[src/rtl/fcc_pkg.sv]
package fcc_pkg;
   typedef enum logic [1:0] {
      ALIAS_CACHE_ALLOC = 2'd0,
      ALIAS_CACHE_ONLY  = 2'd1,
      ALIAS_ALLOC_ONLY  = 2'd2,
      ALIAS_BYPASS      = 2'd3
   } alias_e;

   typedef enum logic {
      ST_IDLE  = 1'b0,
      ST_FLASH = 1'b1
   } fcc_state_e;

   localparam int CFG_EN_BIT  = 0;
   localparam int CFG_BAD_BIT = 1;
   localparam int CFG_PD_BIT  = 3;
endpackage

[src/rtl/fcc_ctrl_reg.sv]
module fcc_ctrl_reg
   import fcc_pkg::*;
(
   input  logic        clk,
   input  logic        rst_n,
   input  logic        wr_en,
   input  logic [31:0] wdata,
   output logic        en,
   output logic        badwr,
   output logic        pd,
   output logic [31:0] rdata
);
   logic unused_wbits;
   assign unused_wbits = ^{wdata[31:4], wdata[2]};

   always_ff @(posedge clk or negedge rst_n) begin
      if (!rst_n) begin
         en    <= 1'b1;
         badwr <= 1'b1;
         pd    <= 1'b0;
      end else if (wr_en) begin
         pd    <= wdata[CFG_PD_BIT];
         badwr <= wdata[CFG_BAD_BIT];
         en    <= wdata[CFG_EN_BIT] & ~wdata[CFG_PD_BIT];
      end
   end

   always_comb begin
      rdata = '0;
      rdata[CFG_EN_BIT]  = en;
      rdata[CFG_BAD_BIT] = badwr;
      rdata[CFG_PD_BIT]  = pd;
   end

   AST_PD_KEEPS_EN_LOW: assert property (@(posedge clk) disable iff (!rst_n)
      pd |-> !en);
endmodule

[src/rtl/fcc_tag_store.sv]
module fcc_tag_store #(
   parameter int LINES = 16,
   parameter int TAG_W = 16,
   localparam int IDX_W = $clog2(LINES)
) (
   input  logic             clk,
   input  logic             rst_n,
   input  logic [IDX_W-1:0] lk_idx,
   input  logic [TAG_W-1:0] lk_tag,
   output logic             hit,
   input  logic             fill_en,
   input  logic [IDX_W-1:0] fill_idx,
   input  logic [TAG_W-1:0] fill_tag,
   input  logic             inv_en,
   input  logic [IDX_W-1:0] inv_idx
);
   logic [LINES-1:0] valid_q;
   logic [TAG_W-1:0] tag_q [LINES];

   for (genvar i = 0; i < LINES; i++) begin : g_line
      always_ff @(posedge clk or negedge rst_n) begin
         if (!rst_n) begin
            valid_q[i] <= 1'b0;
         end else if (fill_en && fill_idx == IDX_W'(i)) begin
            valid_q[i] <= 1'b1;
         end else if (inv_en && inv_idx == IDX_W'(i)) begin
            valid_q[i] <= 1'b0;
         end
      end

      always_ff @(posedge clk) begin
         if (fill_en && fill_idx == IDX_W'(i)) begin
            tag_q[i] <= fill_tag;
         end
      end
   end

   assign hit = valid_q[lk_idx] && (tag_q[lk_idx] == lk_tag);

   AST_NO_FILL_INV_CLASH: assert property (@(posedge clk) disable iff (!rst_n)
      !(fill_en && inv_en));
   AST_FILL_SETS_VALID: assert property (@(posedge clk) disable iff (!rst_n)
      fill_en |=> valid_q[$past(fill_idx)]);
endmodule

[src/rtl/fcc_data_array.sv]
module fcc_data_array #(
   parameter int LINES            = 16,
   parameter int DATA_W           = 32,
   parameter bit CLEAR_ON_RESET   = 1'b0,
   localparam int IDX_W           = $clog2(LINES)
) (
   input  logic              clk,
   input  logic              rst_n,
   input  logic              we,
   input  logic [IDX_W-1:0]  waddr,
   input  logic [DATA_W-1:0] wdata,
   input  logic [IDX_W-1:0]  raddr,
   output logic [DATA_W-1:0] rdata
);
   logic [DATA_W-1:0] mem_q [LINES];

   if (CLEAR_ON_RESET) begin : g_clear
      for (genvar i = 0; i < LINES; i++) begin : g_word
         always_ff @(posedge clk or negedge rst_n) begin
            if (!rst_n) begin
               mem_q[i] <= '0;
            end else if (we && waddr == IDX_W'(i)) begin
               mem_q[i] <= wdata;
            end
         end
      end
   end else begin : g_plain
      logic unused_rst;
      assign unused_rst = rst_n;
      always_ff @(posedge clk) begin
         if (we) begin
            mem_q[waddr] <= wdata;
         end
      end
   end

   assign rdata = mem_q[raddr];
endmodule

[src/rtl/flash_cache_ctrl.sv]
module flash_cache_ctrl
   import fcc_pkg::*;
#(
   parameter int ADDR_W = 24,
   parameter int LINES  = 16,
   localparam int IDX_W  = $clog2(LINES),
   localparam int OFF_W  = ADDR_W - 2,
   localparam int TAG_W  = OFF_W - IDX_W - 2
) (
   input  logic              clk,
   input  logic              rst_n,
   input  logic              cfg_wr,
   input  logic [31:0]       cfg_wdata,
   output logic [31:0]       cfg_rdata,
   input  logic              req_valid,
   output logic              req_ready,
   input  logic              req_write,
   input  logic              req_sram,
   input  logic [ADDR_W-1:0] req_addr,
   input  logic [31:0]       req_wdata,
   output logic              resp_valid,
   output logic              resp_err,
   output logic [31:0]       resp_rdata,
   output logic              fl_req,
   output logic [OFF_W-1:0]  fl_addr,
   input  logic              fl_ack,
   input  logic [31:0]       fl_rdata
);
   if (LINES < 2 || (LINES & (LINES - 1)) != 0) begin : g_bad_lines
      $error("flash_cache_ctrl: LINES must be a power of two of at least 2");
   end
   if (TAG_W < 1) begin : g_bad_addr
      $error("flash_cache_ctrl: ADDR_W too small for LINES");
   end

   logic en, badwr, pd;
   fcc_state_e state_q;
   logic       alloc_q;
   logic [IDX_W-1:0] idx_q;
   logic [TAG_W-1:0] tag_q;

   alias_e           al;
   logic [IDX_W-1:0] idx;
   logic [TAG_W-1:0] tag;
   logic             hit, acc, sram_locked, lookup_alias, read_hit;
   logic             fill_en, inv_en, dat_we;
   logic [IDX_W-1:0] dat_waddr;
   logic [31:0]      dat_wdata, dat_rdata;

   fcc_ctrl_reg u_ctrl (
      .clk   (clk),
      .rst_n (rst_n),
      .wr_en (cfg_wr),
      .wdata (cfg_wdata),
      .en    (en),
      .badwr (badwr),
      .pd    (pd),
      .rdata (cfg_rdata)
   );

   assign al  = alias_e'(req_addr[ADDR_W-1 -: 2]);
   assign idx = req_addr[IDX_W+1:2];
   assign tag = req_addr[OFF_W-1:IDX_W+2];

   assign req_ready    = (state_q == ST_IDLE);
   assign acc          = req_valid && req_ready;
   assign sram_locked  = en || pd;
   assign lookup_alias = (al == ALIAS_CACHE_ALLOC) || (al == ALIAS_CACHE_ONLY);
   assign read_hit     = en && lookup_alias && hit;

   fcc_tag_store #(.LINES(LINES), .TAG_W(TAG_W)) u_tags (
      .clk      (clk),
      .rst_n    (rst_n),
      .lk_idx   (idx),
      .lk_tag   (tag),
      .hit      (hit),
      .fill_en  (fill_en),
      .fill_idx (idx_q),
      .fill_tag (tag_q),
      .inv_en   (inv_en),
      .inv_idx  (idx)
   );

   assign fill_en = (state_q == ST_FLASH) && fl_ack && alloc_q;
   assign inv_en  = acc && !req_sram && req_write && (al == ALIAS_CACHE_ALLOC) && en && hit;

   always_comb begin
      dat_we    = 1'b0;
      dat_waddr = idx;
      dat_wdata = req_wdata;
      if (fill_en) begin
         dat_we    = 1'b1;
         dat_waddr = idx_q;
         dat_wdata = fl_rdata;
      end else if (acc && req_sram && req_write && !sram_locked) begin
         dat_we = 1'b1;
      end
   end

   fcc_data_array #(.LINES(LINES), .DATA_W(32), .CLEAR_ON_RESET(1'b0)) u_data (
      .clk   (clk),
      .rst_n (rst_n),
      .we    (dat_we),
      .waddr (dat_waddr),
      .wdata (dat_wdata),
      .raddr (idx),
      .rdata (dat_rdata)
   );

   always_ff @(posedge clk or negedge rst_n) begin
      if (!rst_n) begin
         state_q    <= ST_IDLE;
         resp_valid <= 1'b0;
         resp_err   <= 1'b0;
         resp_rdata <= '0;
         fl_addr    <= '0;
         alloc_q    <= 1'b0;
         idx_q      <= '0;
         tag_q      <= '0;
      end else begin
         resp_valid <= 1'b0;
         if (state_q == ST_FLASH) begin
            if (fl_ack) begin
               state_q    <= ST_IDLE;
               resp_valid <= 1'b1;
               resp_err   <= 1'b0;
               resp_rdata <= fl_rdata;
            end
         end else if (acc) begin
            if (req_sram) begin
               resp_valid <= 1'b1;
               resp_err   <= sram_locked;
               resp_rdata <= (sram_locked || req_write) ? 32'h0 : dat_rdata;
            end else if (req_write) begin
               resp_valid <= 1'b1;
               resp_err   <= (al != ALIAS_CACHE_ALLOC) && badwr;
               resp_rdata <= 32'h0;
            end else if (read_hit) begin
               resp_valid <= 1'b1;
               resp_err   <= 1'b0;
               resp_rdata <= dat_rdata;
            end else begin
               state_q <= ST_FLASH;
               fl_addr <= req_addr[OFF_W-1:0];
               alloc_q <= en && ((al == ALIAS_CACHE_ALLOC) || (al == ALIAS_ALLOC_ONLY));
               idx_q   <= idx;
               tag_q   <= tag;
            end
         end
      end
   end

   assign fl_req = (state_q == ST_FLASH);

   AST_HIT_SKIPS_FLASH: assert property (@(posedge clk) disable iff (!rst_n)
      acc && !req_sram && !req_write && en && lookup_alias && hit |=> resp_valid && !fl_req);
   AST_OFF_GOES_FLASH: assert property (@(posedge clk) disable iff (!rst_n)
      acc && !req_sram && !req_write && !en |=> fl_req);
   AST_SRAM_LOCKED_ERR: assert property (@(posedge clk) disable iff (!rst_n)
      acc && req_sram && (en || pd) |=> resp_valid && resp_err);
   AST_FLASH_ADDR_HELD: assert property (@(posedge clk) disable iff (!rst_n)
      fl_req && !fl_ack |=> fl_req && $stable(fl_addr));
   AST_BADWRITE_FAULT: assert property (@(posedge clk) disable iff (!rst_n)
      acc && req_write && !req_sram && (al != ALIAS_CACHE_ALLOC) && badwr |=> resp_valid && resp_err);
   AST_BYPASS_NO_FILL: assert property (@(posedge clk) disable iff (!rst_n)
      acc && !req_sram && !req_write && (al == ALIAS_BYPASS) |=> fl_req && !alloc_q);
endmodule

[config.mk]
export PLATFORM = sky130hd
export DESIGN_NAME = flash_cache_ctrl
export DESIGN_NICKNAME = d
export VERILOG_FILES = /design/src/rtl/fcc_pkg.sv /design/src/rtl/fcc_ctrl_reg.sv /design/src/rtl/fcc_tag_store.sv /design/src/rtl/fcc_data_array.sv /design/src/rtl/flash_cache_ctrl.sv
export SDC_FILE = /design/constraint.sdc
export NUM_CORES = 1
export LEC_CHECK = 0
export BUFFER_PORTS_ARGS = -buffer_cell sky130_fd_sc_hd__buf_2
export CELL_PAD_IN_SITES_DETAIL_PLACEMENT = 1
export CELL_PAD_IN_SITES_GLOBAL_PLACEMENT = 1
export CORE_MARGIN = 2
export CORE_UTILIZATION = 53
export DETAILED_ROUTE_END_ITERATION = 12
export PLACE_DENSITY_LB_ADDON = 0.1
export SLEW_MARGIN = 15
export SYNTH_ARGS = -nofsm -noshare
export SYNTH_HDL_FRONTEND = slang
export SYNTH_SLANG_ARGS = --single-unit
export TNS_END_PERCENT = 100
[constraint.sdc]
create_clock -name clk -period 3.9 [get_ports clk]
set_clock_uncertainty 0.1 [all_clocks]
set_input_delay 0.78 -clock clk [delete_from_list [all_inputs] [get_ports clk]]
set_output_delay 0.78 -clock clk [all_outputs]
set_load 0.005 [all_outputs]
==> reports/results.ini <==
[status]
status = complete, no violations

[synth]
synth_cell_type_count = 65
synth_area_leaders = edfxtp_1, mux4_2, dfrtp_1
async_flop_share_pct = 9.112
synth_xor_area_share_pct = 0.3315
syn_area_um2 = 34350
synth_flop_cell = edfxtp_1
synth_top_area_share_pct = 67.15
synth_mux_area_share_pct = 16.17
yosysWarnings = 0
synth_top_family_by_area = multiplexers
seq_area_frac_synth_pct = 72.76
syn_avg_cell_area_um2 = 18.61
ys_seq_elements = 845
synth_cells = 1846
synthAdderAreaFrac_pct = 0
synth_area_leader_cell = edfxtp_1
synth_edf_count = 768
synthSimpleGateAreaFrac_pct = 4.645
synth_compound_area_share_pct = 3.869

[final_layout]
final_core_util_pct = 62.67
drive_above_1_share_pct = 32.98
diodes = 0
syn_to_final_growth_pct = 17.20
fin_nets = 2251
fill_cells = 5569

[global_route]
grt_max_degree = 77
antenna_found_initial = 3
grt_overflow = 0
grt_pass1_wl_mm = 141.7
grt_pass1_vias = 20950
grt_use_total_pct = 29.52

[die]
dieArea_um2 = 66860
core_area_um2 = 64230
rows = 93
io_pins = 217
dieWidth_um = 258.6
die_y_um = 258.6
start_util_pct = 53.47

[run]
cap_violations = 0

[route]
via_count = 19360
vias_per_cell = 6.340
ant_nets = 0
wirelength_mm = 96.04
drt_iter0_drc = 1682
drcViolationCount = 0
wl_per_cell_um = 31.46
drt_first_pass_iters = 5

[min_path]
worstHoldPathType = in2async

[sta]
maxSlewHeadroom_pct = 30.30
hold_viol = 0
setup_slack_ns = 0.3811
period_needed_ns = 3.519
rsz0062_at_grt = false
slew_violations = 0
tightest_slew_ns = 1.045
finalSetupViolations = 0
finalCritPeriodShare_pct = 90.23
timing.fmax_mhz = 284.2

[worst_setup_path]
r2r_end = u_data.mem_q[12][16]
cp_slowest_cell = mux4_2
critPathRequiredTime_ns = 4.35
r2r-start = fl_req
cp-startpoint = req_addr[3]
crit_chain = buf_8, buf_12, buf_4, mux4_2, mux2i_1, xor2_1, nand4_1, a22o_1, nor4_4, buf_4, buf_12, o31ai_1, a21oi_1
cp_max_fo = 21
worstPathArrival_ns = 3.97
cp-endpoint = resp_rdata[12]
reg2reg_slack_ns = 0.44
reg2reg_depth = 9
startpoint_type = input port
slowest_delay_ns = 0.52
path_class = in2reg
critPathCaptureType = flip-flop

[clock_network]
hold_buffers = 0
root_buffer = clkbuf_16
cts_setup_buffers = 0
htreeDepth = 3
cts.sinks = 845
max-clock-path-buffers = 3
path_clk_slew_ns = 0.07
clkLatencyLatePin_ns = 0.65
post_cts_resized = 0
numCtsBuffers = 88
cts_tree = built

[pwr]
peakVddDrop_mv = 0.4085
p_leak_uw = 0.01368
p_per_area_nw_per_um2 = 512.1

[place]
dp_slack_ns = -0.1553
place.gp.congestion = 0.8171
io_buffers = 158
dp_hpwl_mm = 57.69

## where the power goes
part           total [uW]  internal [uW]  switching, uW
combinational        1540            659            878
clock                8530           4980           3550
sequential          10500          10200            318
## layer usage
layer | share of wire, % | up-vias | track usage, %
met5 | 0.041 | - | 0
met4 | 3.2 | 6 | 9.714
met3 | 7.1 | 197 | 5.311
met2 | 51 | 840 | 49.62
met1 | 39 | 10320 | 39.48
li1 | - | 7997 | -
## how the worst min path moves through the flow
stage	endpoint	slack, ns
after detailed placement	fl_addr[0]	0.41
final	fl_addr[14]	0.22
after global placement	fl_addr[1]	0.39
after global routing	fl_req	0.26
after floorplan	alloc_q	0.38
after CTS	fl_req	0.23
## cell usage after synthesis (all sizes together), types with 2 or more instances
cell type	number
a21oi	52
and3	2
nand4	2
inv	12
a22o	5
and2	5
nor4	6
mux4	209
mux2i	34
a211oi	4
o22ai	12
buf	87
a221oi	3
nor2b	9
nor2	130
nand3	9
or3	2
or4	2
a21o	2
xnor2	6
or2	3
o21ai	7
dfrtp	75
a41oi	5
a22oi	10
nand2b	12
a2bb2oi	2
o31ai	34
o21a	2
nor3	50
o211ai	3
dfstp	2
xor2	7
a21boi	3
edfxtp	768
nand2	124
a31oi	3
mux2	45
a32oi	33
clkbuf	48
## cells in the final DEF, fill, tap and decap left out, types with 6 or more instances in the layout
cell / netlist / layout
edfxtp_1: 768 / 768
mux4_2: 209 / 209
buf_2: 34 / 153
nand2_1: 124 / 122
buf_4: 37 / 106
nor2_1: 130 / 101
clkbuf_16: 0 / 89
dfrtp_1: 75 / 74
a21oi_1: 52 / 50
nor3_1: 50 / 48
mux2_2: 42 / 42
mux2i_1: 34 / 34
o31ai_1: 34 / 34
buf_12: 0 / 34
a32oi_1: 33 / 33
conb_1: 1 / 29
nor2_4: 0 / 17
clkinv_1: 1 / 16
clkbuf_1: 48 / 16
clkinv_2: 0 / 13
inv_1: 12 / 12
nand2b_1: 12 / 12
nor2_2: 0 / 12
o22ai_1: 12 / 12
a22oi_1: 10 / 10
nor2b_1: 9 / 9
nand3_1: 9 / 9
clkbuf_8: 0 / 9
bufinv_16: 0 / 9
xor2_1: 7 / 7
o21ai_0: 6 / 6
xnor2_1: 6 / 6
clkinvlp_4: 0 / 6
## sequential cells by signal, indices dropped and copies added (netlist names)
name	cells
u_data.mem_q	512
u_tags.tag_q	256
resp_rdata	32
fl_addr	22
u_tags.valid_q	16
alloc_q	1
fl_req	1
resp_err	1
resp_valid	1
u_ctrl.badwr	1
u_ctrl.en	1
u_ctrl.pd	1
## through the flow
| step | total power, uW | TNS (ns) | hold slack, ns | instance area [um2] | std cells |
|---|---|---|---|---|---|
| after CTS | 20730 | 0 | 0.2330 | 40250 | 3053 |
| after detailed placement | 12260 | -5.205 | 0.4142 | 37310 | 2889 |
| after global routing | 21200 | 0 | 0.2588 | 40250 | 3053 |
| after floorplan | 11500 | -149.70 | 0.3844 | 34460 | 1874 |
| after global placement | 12170 | -1.033 | 0.3866 | 37310 | 2889 |
| final | 20610 | 0 | 0.2166 | 40250 | 3053 |
## cell families after synthesis
group,Yosys count
multiplexers,288
AO/OA/AOI/OAI,189
buffers and inverters,148
XOR/XNOR,13
flip-flops,845
AND/OR/NAND/NOR,362
other,1
## critical path, delay by kind of cell
kind,cells,cell delay (ns)
buffers and inverters,5,1.13
AOI/OAI and AO/OA,3,0.59
muxes,2,0.71
xor gates and xnor gates,1,0.19
and+or+nand+nor,2,0.49
## layout make-up
class	instances	area [um2]	share of cell area, %
Sequential cell	845	24990	62.09
Clock buffer	114	2411	5.989
Timing Repair Buffer	295	2272	5.644
Multi-Input combinational cell	881	8929	22.18
Tap cell	855	1070	2.658
Clock inverter	50	531.8	1.321
Inverter	13	48.80	0.1212
Power figures use the tool's default switching activity.
